--- config.mk ---
export PLATFORM = sky130hd
export DESIGN_NAME = usb_common_regs
export DESIGN_NICKNAME = d
export VERILOG_FILES = /design/src/rtl/usb_cr_pkg.sv /design/src/rtl/usb_cr_cor_status.sv /design/src/rtl/usb_cr_ep_window.sv /design/src/rtl/usb_common_regs.sv
export SDC_FILE = /design/constraint.sdc
export NUM_CORES = 1
export LEC_CHECK = 0
export BUFFER_PORTS_ARGS = -buffer_cell sky130_fd_sc_hd__buf_2
export CAP_MARGIN = 20
export CORE_ASPECT_RATIO = 0.9
export CORE_UTILIZATION = 41
export DETAILED_ROUTE_END_ITERATION = 16
export MAX_ROUTING_LAYER = met4
export PLACE_DENSITY = 0.71
export SYNTH_ARGS = -nofsm -noshare
export SYNTH_HDL_FRONTEND = slang
export SYNTH_SLANG_ARGS = --single-unit
--- constraint.sdc ---
create_clock -name clk -period 6.5 [get_ports clk]
set_input_delay 1.3 -clock clk [delete_from_list [all_inputs] [get_ports clk]]
set_output_delay 1.3 -clock clk [all_outputs]
set_load 0.01 [all_outputs]
--- src/rtl/usb_cr_pkg.sv ---
// Package: offsets, reset constants and byte-lane helpers shared by the
// common register file. Assumes 16-bit accesses are even-aligned.
package usb_cr_pkg;

    localparam logic [7:0] OFF_FADDR  = 8'h00;
    localparam logic [7:0] OFF_POWER  = 8'h01;
    localparam logic [7:0] OFF_TXST   = 8'h02;
    localparam logic [7:0] OFF_RXST   = 8'h04;
    localparam logic [7:0] OFF_TXEN   = 8'h06;
    localparam logic [7:0] OFF_RXEN   = 8'h08;
    localparam logic [7:0] OFF_USBST  = 8'h0A;
    localparam logic [7:0] OFF_USBEN  = 8'h0B;
    localparam logic [7:0] OFF_FRAME  = 8'h0C;
    localparam logic [7:0] OFF_INDEX  = 8'h0E;
    localparam logic [7:0] OFF_WIN_LO = 8'h10;
    localparam logic [7:0] OFF_WIN_HI = 8'h19;

    localparam logic [7:0] POWER_RST = 8'h20;
    localparam logic [7:0] USBEN_RST = 8'h06;

    // True when the access at address a touches the byte at offset off.
    function automatic logic lane_hit(input logic [7:0] a, input logic wide,
                                      input logic [7:0] off);
        return (a == off) || (wide && ((a + 8'd1) == off));
    endfunction

    // Byte of the write data that lands on offset off.
    function automatic logic [7:0] lane_byte(input logic [7:0] a,
                                             input logic [15:0] wd,
                                             input logic [7:0] off);
        return (a == off) ? wd[7:0] : wd[15:8];
    endfunction

    // Merge a byte-lane write into a 16-bit register located at off.
    function automatic logic [15:0] merge16(input logic [15:0] old,
                                            input logic [7:0]  a,
                                            input logic        wide,
                                            input logic [15:0] wd,
                                            input logic [7:0]  off);
        logic [15:0] r;
        r = old;
        if (lane_hit(a, wide, off))
            r[7:0] = lane_byte(a, wd, off);
        if (lane_hit(a, wide, off + 8'd1))
            r[15:8] = lane_byte(a, wd, off + 8'd1);
        return r;
    endfunction

endpackage

--- src/rtl/usb_cr_cor_status.sv ---
// Clear-on-read flag register. Event pulses set bits (only where MASK is 1).
// clr_i, one cycle wide, empties the register. An event on the same edge
// wins over the clear. Assumes clr_i comes from a decoded bus read.
module usb_cr_cor_status #(
    parameter int             W    = 5,
    parameter logic [W-1:0]   MASK = '1
) (
    input  logic         clk,
    input  logic         rst_n,
    input  logic [W-1:0] evt_i,
    input  logic         clr_i,
    output logic [W-1:0] st_o
);

    logic [W-1:0] st_q;

    // Purpose: latch events and drop old flags on a clearing read.
    always_ff @(posedge clk) begin
        if (!rst_n)
            st_q <= '0;
        else
            st_q <= (clr_i ? '0 : st_q) | (evt_i & MASK);
    end

    assign st_o = st_q;

    assert_evt_latched_R4: assert property (@(posedge clk) disable iff (!rst_n)
        |(evt_i & MASK) |=> ((st_o & $past(evt_i & MASK)) == $past(evt_i & MASK)));

    assert_clear_empties_R7: assert property (@(posedge clk) disable iff (!rst_n)
        (clr_i && ((evt_i & MASK) == '0)) |=> (st_o == '0));

    assert_hold_no_read_R7: assert property (@(posedge clk) disable iff (!rst_n)
        (!clr_i && ((evt_i & MASK) == '0)) |=> $stable(st_o));

endmodule

--- src/rtl/usb_cr_ep_window.sv ---
// Index register plus routing of the shared endpoint window. It passes
// accesses to the selected endpoint set. An index above NUM_EP closes the
// window: no strobe goes out and reads return zero.
module usb_cr_ep_window #(
    parameter int NUM_EP = 4,
    parameter int IDX_W  = 4
) (
    input  logic             clk,
    input  logic             rst_n,
    input  logic [7:0]       bus_addr,
    input  logic             bus_rd,
    input  logic             bus_wr,
    input  logic             bus_wide,
    input  logic [15:0]      bus_wdata,
    input  logic [15:0]      win_rdata_i,
    output logic [IDX_W-1:0] idx_o,
    output logic             hit_o,
    output logic [15:0]      rdata_o,
    output logic [IDX_W-1:0] win_ep_o,
    output logic [3:0]       win_offs_o,
    output logic             win_rd_o,
    output logic             win_wr_o,
    output logic             win_wide_o,
    output logic [15:0]      win_wdata_o
);
    import usb_cr_pkg::*;

    localparam logic [IDX_W-1:0] IDX_MAX = IDX_W'(NUM_EP);

    logic [IDX_W-1:0] idx_q;
    logic             idx_wr;
    logic             in_win;
    logic             idx_ok;
    logic [7:0]       rel_addr;

    assign idx_wr = bus_wr && lane_hit(bus_addr, bus_wide, OFF_INDEX);

    // Purpose: hold the endpoint index written by software.
    always_ff @(posedge clk) begin
        if (!rst_n)
            idx_q <= '0;
        else if (idx_wr)
            idx_q <= IDX_W'(lane_byte(bus_addr, bus_wdata, OFF_INDEX));
    end

    // Purpose: decode window hits and gate strobes on a valid index.
    always_comb begin
        in_win   = (bus_addr >= OFF_WIN_LO) && (bus_addr <= OFF_WIN_HI);
        idx_ok   = (idx_q <= IDX_MAX);
        rel_addr = bus_addr - OFF_WIN_LO;
    end

    assign idx_o       = idx_q;
    assign hit_o       = in_win;
    assign rdata_o     = (in_win && idx_ok) ? win_rdata_i : 16'h0000;
    assign win_ep_o    = idx_q;
    assign win_offs_o  = rel_addr[3:0];
    assign win_rd_o    = bus_rd && in_win && idx_ok;
    assign win_wr_o    = bus_wr && in_win && idx_ok;
    assign win_wide_o  = bus_wide;
    assign win_wdata_o = bus_wdata;

    assert_win_gate_R12: assert property (@(posedge clk) disable iff (!rst_n)
        (win_rd_o || win_wr_o) |-> (win_ep_o <= IDX_MAX));

    assert_idx_hold_R11: assert property (@(posedge clk) disable iff (!rst_n)
        !idx_wr |=> $stable(idx_o));

endmodule

--- src/rtl/usb_common_regs.sv ---
// Common register file of a small USB controller. It decodes a byte-addressed
// bus (16-bit accesses even-aligned) and holds the address, power, mask and
// frame registers. It instantiates clear-on-read flag cells and the endpoint
// window, and forms one masked interrupt.
module usb_common_regs #(
    parameter int NUM_EP  = 4,
    parameter int FRAME_W = 11
) (
    input  logic               clk,
    input  logic               rst_n,
    input  logic               host_mode,
    input  logic [7:0]         bus_addr,
    input  logic               bus_rd,
    input  logic               bus_wr,
    input  logic               bus_wide,
    input  logic [15:0]        bus_wdata,
    output logic [15:0]        bus_rdata,
    input  logic [NUM_EP:0]    tx_evt,
    input  logic [NUM_EP:0]    rx_evt,
    input  logic [7:0]         usb_evt,
    input  logic               sof_valid,
    input  logic [FRAME_W-1:0] sof_frame,
    output logic [6:0]         dev_addr,
    output logic [7:0]         power_ctrl,
    output logic [3:0]         win_ep,
    output logic [3:0]         win_offs,
    output logic               win_rd,
    output logic               win_wr,
    output logic               win_wide,
    output logic [15:0]        win_wdata,
    input  logic [15:0]        win_rdata,
    output logic               irq
);
    import usb_cr_pkg::*;

    localparam int             EPN     = NUM_EP + 1;
    localparam logic [EPN-1:0] TX_MASK = '1;
    localparam logic [EPN-1:0] RX_MASK = {{NUM_EP{1'b1}}, 1'b0};

    logic [6:0]         faddr_q;
    logic [7:0]         power_q;
    logic [EPN-1:0]     txen_q, rxen_q;
    logic [7:0]         usben_q;
    logic [FRAME_W-1:0] frame_q;
    logic [EPN-1:0]     tx_st, rx_st;
    logic [7:0]         usb_st;
    logic               tx_clr, rx_clr, usb_clr;
    logic [15:0]        txen_m, rxen_m;
    logic [3:0]         idx;
    logic               win_hit;
    logic [15:0]        win_rd_data;
    logic [7:0]         rb [16];
    logic [7:0]         hi_addr;
    logic [7:0]         reg_lo, reg_hi;

    // Purpose: a read that covers either byte of a flag register clears it.
    always_comb begin
        tx_clr  = bus_rd && (lane_hit(bus_addr, bus_wide, OFF_TXST) ||
                             lane_hit(bus_addr, bus_wide, OFF_TXST + 8'd1));
        rx_clr  = bus_rd && (lane_hit(bus_addr, bus_wide, OFF_RXST) ||
                             lane_hit(bus_addr, bus_wide, OFF_RXST + 8'd1));
        usb_clr = bus_rd && lane_hit(bus_addr, bus_wide, OFF_USBST);
    end

    usb_cr_cor_status #(.W(EPN), .MASK(TX_MASK)) u_tx_st (
        .clk(clk), .rst_n(rst_n), .evt_i(tx_evt), .clr_i(tx_clr), .st_o(tx_st));

    usb_cr_cor_status #(.W(EPN), .MASK(RX_MASK)) u_rx_st (
        .clk(clk), .rst_n(rst_n), .evt_i(rx_evt), .clr_i(rx_clr), .st_o(rx_st));

    usb_cr_cor_status #(.W(8), .MASK(8'hFF)) u_usb_st (
        .clk(clk), .rst_n(rst_n), .evt_i(usb_evt), .clr_i(usb_clr), .st_o(usb_st));

    usb_cr_ep_window #(.NUM_EP(NUM_EP), .IDX_W(4)) u_win (
        .clk(clk), .rst_n(rst_n),
        .bus_addr(bus_addr), .bus_rd(bus_rd), .bus_wr(bus_wr),
        .bus_wide(bus_wide), .bus_wdata(bus_wdata),
        .win_rdata_i(win_rdata),
        .idx_o(idx), .hit_o(win_hit), .rdata_o(win_rd_data),
        .win_ep_o(win_ep), .win_offs_o(win_offs),
        .win_rd_o(win_rd), .win_wr_o(win_wr),
        .win_wide_o(win_wide), .win_wdata_o(win_wdata));

    // Purpose: merge byte-lane writes into the 16-bit mask registers.
    always_comb begin
        txen_m = merge16(16'(txen_q), bus_addr, bus_wide, bus_wdata, OFF_TXEN);
        rxen_m = merge16(16'(rxen_q), bus_addr, bus_wide, bus_wdata, OFF_RXEN);
    end

    // Purpose: software-writable address, power and mask registers.
    always_ff @(posedge clk) begin
        if (!rst_n) begin
            faddr_q <= '0;
            power_q <= POWER_RST;
            txen_q  <= TX_MASK;
            rxen_q  <= RX_MASK;
            usben_q <= USBEN_RST;
        end else if (bus_wr) begin
            if (lane_hit(bus_addr, bus_wide, OFF_FADDR))
                faddr_q <= 7'(lane_byte(bus_addr, bus_wdata, OFF_FADDR));
            if (lane_hit(bus_addr, bus_wide, OFF_POWER))
                power_q <= lane_byte(bus_addr, bus_wdata, OFF_POWER);
            if (lane_hit(bus_addr, bus_wide, OFF_USBEN))
                usben_q <= lane_byte(bus_addr, bus_wdata, OFF_USBEN);
            txen_q <= EPN'(txen_m) & TX_MASK;
            rxen_q <= EPN'(rxen_m) & RX_MASK;
        end
    end

    // Purpose: capture the frame number on each frame strobe.
    always_ff @(posedge clk) begin
        if (!rst_n)
            frame_q <= '0;
        else if (sof_valid)
            frame_q <= sof_frame;
    end

    // Purpose: lay out the 16 register bytes for the read mux.
    always_comb begin
        for (int i = 0; i < 16; i++) rb[i] = 8'h00;
        rb[0]          = {1'b0, faddr_q};
        rb[1]          = power_q;
        {rb[3], rb[2]} = 16'(tx_st);
        {rb[5], rb[4]} = 16'(rx_st);
        {rb[7], rb[6]} = 16'(txen_q);
        {rb[9], rb[8]} = 16'(rxen_q);
        rb[10]         = usb_st;
        rb[11]         = usben_q;
        {rb[13], rb[12]} = 16'(frame_q);
        rb[14]         = {4'h0, idx};
    end

    // Purpose: select the byte lanes for the read data.
    always_comb begin
        hi_addr = bus_addr + 8'd1;
        reg_lo  = (bus_addr < 8'd16) ? rb[bus_addr[3:0]] : 8'h00;
        reg_hi  = (bus_wide && (hi_addr < 8'd16)) ? rb[hi_addr[3:0]] : 8'h00;
        bus_rdata = win_hit ? win_rd_data : {reg_hi, reg_lo};
    end

    assign dev_addr   = host_mode ? 7'h00 : faddr_q;
    assign power_ctrl = power_q;
    assign irq = (|(tx_st & txen_q)) | (|(rx_st & rxen_q)) | (|(usb_st & usben_q));

    assert_irq_quiet_R9: assert property (@(posedge clk) disable iff (!rst_n)
        ((tx_st == '0) && (rx_st == '0) && (usb_st == '0)) |-> !irq);

    assert_frame_hold_R10: assert property (@(posedge clk) disable iff (!rst_n)
        !sof_valid |=> $stable(frame_q));

    assert_host_addr_R2: assert property (@(posedge clk) disable iff (!rst_n)
        host_mode |-> (dev_addr == 7'h00));

    assert_rx_bit0_R5: assert property (@(posedge clk) disable iff (!rst_n)
        !rx_st[0]);

endmodule

==> After elaboration in Yosys (flattened, before gate mapping) <==
Cells that the tools add are included.
{ "word_totals": {"output_inout_bits": 59, "ff_bits": 65, "elab_cells": 114, "inputBits": 76} }
{ "op_classes": {"order_cmp": 7, "n_mux": 20, "reduce_logical": 45, "n_eq_ne": 20, "bitwise_logic": 10, "add_sub_neg": 2} }
{ "ops": {"columns": ["operator", "count"], "rows": [
  ["8-bit two-way mux", 9],
  ["8-bit binary-select mux with 4-bit select", 2],
  ["8-bit by 4-bit == test with 1-bit output (second input constant)", 8],
  ["8-bit by 3-bit == test with 1-bit output (second input constant)", 6],
  ["8-bit by 2-bit == test with 1-bit output (second input constant)", 4],
  ["16-bit two-way mux", 2],
  ["1-bit logical AND", 22],
  ["5-bit two-way mux", 4],
  ["8-bit by 1-bit == test with 1-bit output (second input constant)", 2],
  ["8-bit logical NOT", 2],
  ["8-bit by 5-bit less-than comparator with 1-bit output (second input constant)", 2],
  ["7-bit two-way mux", 2],
  ["1-bit logical OR", 13],
  ["5-bit bitwise AND", 2],
  ["5-bit >= comparator (second input constant)", 2],
  ["4-bit inverter with 5-bit output", 2],
  ["5-bit bitwise OR", 2],
  ["2-bit AND reduction", 5],
  ["5-bit OR reduction", 2],
  ["8-bit by 1-bit adder with 8-bit output (second input constant)", 1],
  ["8-bit bitwise AND", 1],
  ["8-bit by 5-bit >= comparator with 1-bit output (second input constant)", 1],
  ["8-bit by 5-bit less-or-equal comparator with 1-bit output (second input constant)", 1],
  ["8-bit bitwise OR", 1],
  ["other kinds (5)", 6]
]} }

==> Logic depth before layout (Yosys ltp) <==
Gate-level depths: netlist (run 1).
{ "depth": {"ltp_word": 8, "depth_mapped": 11, "depth_no_buf": 7} }

==> Hierarchy <==
A second synthesis (run 1) with hierarchy kept.
{ "unflattened": {"hier_cells": 639, "hier_area_um2": 5168.7} }
{ "modules_own_cells": {"columns": ["module", "area_each_um2", "instances", "seq_area_each_um2", "cells_per_inst"], "rows": [
  ["usb_common_regs", 4001.3, 1, 860.8, 513],
  ["usb_cr_ep_window", 576.8, 1, 80.1, 72],
  ["usb_cr_cor_status (u_usb_st)", 275.3, 1, 160.2, 25],
  ["usb_cr_cor_status (u_tx_st)", 168.9, 1, 100.1, 15],
  ["usb_cr_cor_status (u_rx_st)", 146.4, 1, 80.1, 14]
]} }

==> Least setup slack after synthesis (run 1) <==
OpenSTA, ideal clock, no wires.
{ "synth_timing": {"kind": "in2out", "start": "input port bus_addr[0]", "end": "output port bus_rdata[12]", "setup_slack_ns": 1.159, "path_stages": 10, "arrival_ns": 4.041, "path_buffers": 4, "required_ns": 5.200, "cell_sequence": "buf_1 clkbuf_1 clkinv_1 ha_1 clkbuf_1 clkbuf_1 a21oi_1 a2111oi_0 a211oi_1 o31ai_1"} }
{ "synth_via": {"elab_chain_cells": 7, "word_cells_on_any_way": 14, "classes_between": "add/sub (1); order compare (3); mux (6); bitwise (1); reduce/logical (3)"} }
{ "synth_rtl": {"columns": ["element", "line_no", "text"], "rows": [
  ["from (decl)", "usb_common_regs.sv:12", "input logic [7:0] bus_addr,"],
  ["8-bit by 1-bit adder with 8-bit output", "usb_common_regs.sv:135", "hi_addr = bus_addr + 8'd1;"],
  ["4-bit inverter with 5-bit output (implied by the code)", "usb_common_regs.sv:137", "reg_hi = (bus_wide && (hi_addr < 8'd16)) ? rb[hi_addr[3:0]] : 8'h00;"],
  ["8-bit binary-select mux with 4-bit select", "usb_common_regs.sv:137", null],
  ["8-bit two-way mux (implied by the code) (2 in a row)", "usb_common_regs.sv:137", null],
  ["8-bit two-way mux", "usb_common_regs.sv:137", null],
  ["16-bit two-way mux (*)", "usb_common_regs.sv:138", "bus_rdata = win_hit ? win_rd_data : {reg_hi, reg_lo};"],
  ["to (decl)", "usb_common_regs.sv:17", "output logic [15:0] bus_rdata,"]
]} }
Every way passes the cells marked *; elsewhere a longest branch is shown, timed or not. The select of a mux whose other input is x is not followed.

==> Final worst setup path (run 1) <==
{ "layout_timing": {"start": "input port bus_addr[0]", "end": "output port bus_rdata[13]"} }
The elaborated chain is that of the path after synthesis.

==> results of run 1 <==
## through the flow
stage	instances	hold WS (ps)	total power [µW]	worst slack [ps]
5_1_grt	929	521	1160	956
2_1_floorplan	679	455	601	1160
6_report	929	512	1130	1090
4_1_cts	927	517	1120	1170
3_5_place_dp	914	494	690	1160
3_3_place_gp	914	494	688	1170
## cells by family (layout without fill, tap and decap cells)
family,Yosys count,in the layout
buf+inv,92,178
simple gates,200,200
xor+xnor,6,6
mux,89,89
fa+ha+maj,6,6
compound gates,222,222
flops,64,64
## cell type report
cell class	instances	area (µm²)	area share, %
Timing Repair Buffer	151	801	12.5
Clock buffer	12	256	4.00
Tap cell	164	205	3.20
Sequential cell	64	1280	20.0
Clock inverter	1	5.00	0.0781
Inverter	14	52.6	0.820
Multi-Input combinational cell	523	3810	59.4
## registers in the layout (all words and copies together) (netlist names)
register and flops:
rxen_q 4, faddr_q 7, frame_q 11, u_rx_st.st_o 4
u_win.idx_o 4, u_tx_st.st_o 5, u_usb_st.st_o 8, usben_q 8
txen_q 5, power_ctrl 8
## synthesized netlist by cell type (4+ instances only)
cell type,n
a211oi_1,23
a21oi_1,20
a221o_1,9
a221oi_1,7
a22o_1,15
a22oi_1,10
a31oi_1,11
a32o_1,12
a41oi_1,7
and2_1,6
buf_1,13
buf_2,9
buf_4,22
clkbuf_1,33
dfxtp_1,64
ha_1,6
inv_1,12
mux2_2,20
mux2i_1,68
nand2_1,43
nand2b_1,6
nand3_1,32
nand3b_1,4
nand4b_1,7
nor2_1,36
nor2b_1,14
nor3_1,16
nor3b_1,4
nor4_1,12
o2111ai_1,7
o21ai_0,35
o22ai_1,6
o2bb2ai_1,7
o311ai_0,5
o31ai_1,11
## where the power goes
| group | switching (µW) | total (µW) | internal (µW) |
|---|---|---|---|
| clock | 164 | 435 | 271 |
| sequential | 25.0 | 436 | 411 |
| combinational | 154 | 255 | 101 |
| total | 343 | 1130 | 783 |
## worst paths after layout
check | depth (start not counted) | slack (ps) | to | start
worst min-delay path | 1 | 510 | faddr_q[2] | faddr_q[2]
worst max register to register | 4 | 5230 | rxen_q[3] | rxen_q[3]
worst max-delay path | 8 | 1090 | bus_rdata[13] | bus_addr[0]
worst min register to register | 1 | 510 | faddr_q[2] | faddr_q[2]
## worst register-to-register path, delay by kind of cell, from the launching register on
family	cells	cell delay (ps)
and+or+nand+nor	2	480
AOI/OAI and AO/OA	2	230
DFF	1	390
## per-layer routing
layer / GRT usage (%) / routed length (µm)
met2: 39.0 / 8210
met4: 11.0 / 637
met3: 8.53 / 2360
met5: - / 0
met1: 38.5 / 8570
==> flow_summary.ini, run 1 <==
[clocking]
numClockSinks = 64
cts_resized = 0
clockBufferDepth = 2
clkTransAtPathRegs_ps = 50
cts_tree = built
ctsHoldBuffers = 0
post_cts_buffers = 0
cts_max_level = 3
clk_latency_ps = 340
cts.root.buffer_cell = clkbuf_16
cts_buffers = 9

[pwr]
pwr_density_cell_nw_per_um2 = 176
p_leak_uw = 0.00263
ir_worst_vdd_mv = 0.138

[layout]
layout-drive-gt1-share_pct = 25.8
final_common_cell = buf_2
num_antenna_cells = 0
fin_util_pct = 49.6
area_growth_pct = 15.8
nFillCells = 1266
final_cell_mix = buf_2, mux2i_1, dfxtp_1
nets = 845
fin_area_um2 = 6410

[worst_hold_path]
hold_path.class = flip-flop to flip-flop

[place]
port_buffers = 133
place.gp.congestion = 0.970
dpl.hpwl_um = 14500
post_dp_cell_area_um2 = 6130

[synthesis]
synth_area_leaders = dfxtp_1, mux2i_1, mux2_2, o21ai_0, a211oi_1
synth_top_area_share_pct = 23.1
syn_avg_cell_area_um2 = 8.15
synth-async-reset-ratio_pct = 0
ys_seq_elements = 64
ys_warn_count = 0
syn_inst = 679
muxShareOfSynthArea_pct = 16.6
synth_cell_type_count = 74
syn_nets = 761
synth_edf_count = 0
yosysSeqAreaShare_pct = 23.1
synth_top_family_by_area = compound AO/OA/AOI/OAI gates
post-synth-top-area-cell = dfxtp_1
synth_flop_cell = dfxtp_1
synth_fa_ha_area_share_pct = 1.36
synth-simple-area-share_pct = 19.3
synthXorXnorAreaFrac_pct = 0.949
synth-compound-area-share_pct = 30.5
syn-cell-area_um2 = 5540

[global_route]
grt_pass1_wl_um = 29800
antenna_found_initial = 0
overflow = 0
grt_max_degree = 65
grt_pass1_vias = 5156
track_usage_pct = 28.4

[worst_setup_path]
cp.arrival_ps = 4110
cp_top_family = compound AO/OA/AOI/OAI gates
path_cells = buf_2, buf_4, ha_1, a41oi_1, a211oi_4, a32oi_1, o21ai_0, buf_2
required_ps = 5200
crit_type = input pin to output port
crit_top_cell = buf_2
endpoint_kind = output port
slowest_delay_ps = 600
critPathMaxFanout = 62
path_buf_inv = 3
critPathSlowestCell = buf_4
cp-start-kind = input pin

[sta]
hold_viol = 0
fin_setup_tns_ps = 0
drv_slew = 0
rsz0062_at_grt = false
setup_viol = 0
fin_crit_ps = 5410
tightest_slew_ps = 1110
timing.final.crit_share_pct = 83.3
max_slew_margin_pct = 26.0
skew_ps = 0
max_clock_freq_ghz = 0.185

[floorplan]
die_h_um = 112
ios = 135
core_area_um2 = 12900
num_rows = 39
initial_core_util_pct = 42.8
die-area_um2 = 14000
die_x_um = 124

[routing]
drc = 0
via_count = 6020
routed_wl_um = 19800
dr.pass1.iters = 5
dr.first_iter.drc_count = 590
via_per_inst = 6.48
ant_nets = 0
wl_per_cell_um = 21.3

[run_status]
status = finished, final reports clean

[run]
maxCapViolCount = 0
No activity file was read; power rests on OpenSTA's default activity.
==> run 2: changes to the inputs <==
Clock period 6.5 ns to 5.4 ns, I/O delays scaled along.
==> run 2 against run 1 <==
Clock skew is the same. Largest cell class unchanged. Register-to-register slack worse by 1100 ps. Global-route usage up 0.54 points. Sequential power grew 20%. Utilization is 0.75 points higher. Via count rose by 1.1%. Cell count is 0.75% higher. Cell area rose by 1.5%. First-iteration DRC count rose by 5.1%. Sequential share of layout area down 0.30 points. Count of clock-buffer cells in the layout up 2. Power rose by 32%. Largest power group is now clock.
==> flow_summary.ini, run 2 (synthesized netlist as in run 1, its figures left out) <==
[sta]
max_slew_margin_pct = 32.4
max_clock_freq_ghz = 0.212
fin_setup_tns_ps = 0
rsz0062_at_grt = false
drv_slew = 0
fin_crit_ps = 4720
setup_viol = 0
hold_viol = 0
timing.final.crit_share_pct = 87.5
skew_ps = 0
fin_hold_ws_ps = 507
tightest_slew_ps = 1010

[floorplan]
die_h_um = 112
core_area_um2 = 12900
num_rows = 39
die_x_um = 124
ios = 135
initial_core_util_pct = 42.8
die-area_um2 = 14000

[worst_setup_path]
r2r_slack_ps = 4160
required_ps = 4320
cp.arrival_ps = 3640
worstRegToRegCells = 4
endpoint_kind = output port
r2r-end = rxen_q[3]
crit_path_start = bus_addr[0]
reg2reg_from = rxen_q[3]
crit_type = input pin to output port
worst_setup_path_endpoint = bus_rdata[13]
cp-start-kind = input pin
critPathMaxFanout = 60

[routing]
via_count = 6085
dr.pass1.iters = 5
met2_length_um = 8490
topRoutingLayerUsed = met4
routed_wl_um = 20200
dr.first_iter.drc_count = 620
routed-wl-met3_um = 2110
wl_per_cell_um = 21.6
wl_met1_um = 9060
drc = 0
via_per_inst = 6.50
ant_nets = 0

[global_route]
grt_max_degree = 64
grt_pass1_vias = 5285
antenna_found_initial = 1
track_usage_pct = 28.9
overflow = 0
grt_pass1_wl_um = 30700

[clocking]
cts_buffers = 9
clockBufferDepth = 2
cts_tree = built
ctsHoldBuffers = 0
cts.root.buffer_cell = clkbuf_16
numClockSinks = 64
clk_latency_ps = 340
cts_max_level = 3
post_cts_buffers = 0
clkTransAtPathRegs_ps = 50
cts_resized = 0

[layout]
final_common_cell = buf_2
area_growth_pct = 17.5
regMostFlops = frame_q
final_cells = 936
nets = 848
largest_register_ffs = 11
layout-drive-gt1-share_pct = 26.2
fin_area_um2 = 6510
final_cell_mix = buf_2, mux2i_1, dfxtp_1

[place]
port_buffers = 133
place_inst = 917
post_dp_cell_area_um2 = 6150
place.gp.congestion = 0.966
dpl.hpwl_um = 14700

[pwr]
ir_worst_vdd_mv = 0.160
pwr_density_cell_nw_per_um2 = 229
p_leak_uw = 0.00268

[run]
maxCapViolCount = 0

[worst_hold_path]
hold_path.class = flip-flop to flip-flop

[run_status]
status = finished, final reports clean
[run 2: worst min-delay path by stage]
stage | startpoint | endpoint | slack [ps] | cells past startpoint
after CTS | faddr_q[4] | faddr_q[4] | 500 | 1
after detailed placement | faddr_q[2] | faddr_q[2] | 500 | 1
after global placement | faddr_q[4] | faddr_q[4] | 490 | 1
after global routing | faddr_q[2] | faddr_q[2] | 520 | 1
final | faddr_q[2] | faddr_q[2] | 510 | 1
after floorplan | faddr_q[0] | faddr_q[0] | 460 | 1
[run 2: final cells by class]
cell class,count,area [µm²]
Fill cell,1250,6420
Multi-Input combinational cell,523,3810
Sequential cell,64,1280
Timing Repair Buffer,154,823
Clock buffer,14,274
Tap cell,164,205
Clock inverter,2,60.1
Inverter,14,52.6
Antenna cell,1,2.50
[run 2: per-stage QoR]
stage,power (µW),setup WS [ps],util (%)
floorplan,724,499,-
global placement,829,787,47.6
detailed placement,831,774,47.6
CTS,1480,763,50.2
global route,1530,551,50.3
finish,1490,675,50.3
[run 2: worst max-delay path, stage by stage]
cell     delay (ps)
buf_2           140
buf_4           610
and3_1          380
xnor2_1         370
a31oi_1         170
o31a_1          310
o21ai_0         360
buf_2           210
[run 2: metal layers]
metal	global-route usage [%]	vias to the layer above
met5	-	-
met4	8.59	0
li1	-	2812
met2	41.2	393
met3	5.96	42
met1	40.7	2838
[run 2: power by group]
part | total, µW | leakage (µW) | internal [µW] | switching, µW
combinational | 310 | 0.00199 | 123 | 187
clock | 654 | 0.000163 | 442 | 212
sequential | 524 | 0.000525 | 494 | 30.1
total | 1490 | 0.00268 | 1060 | 430
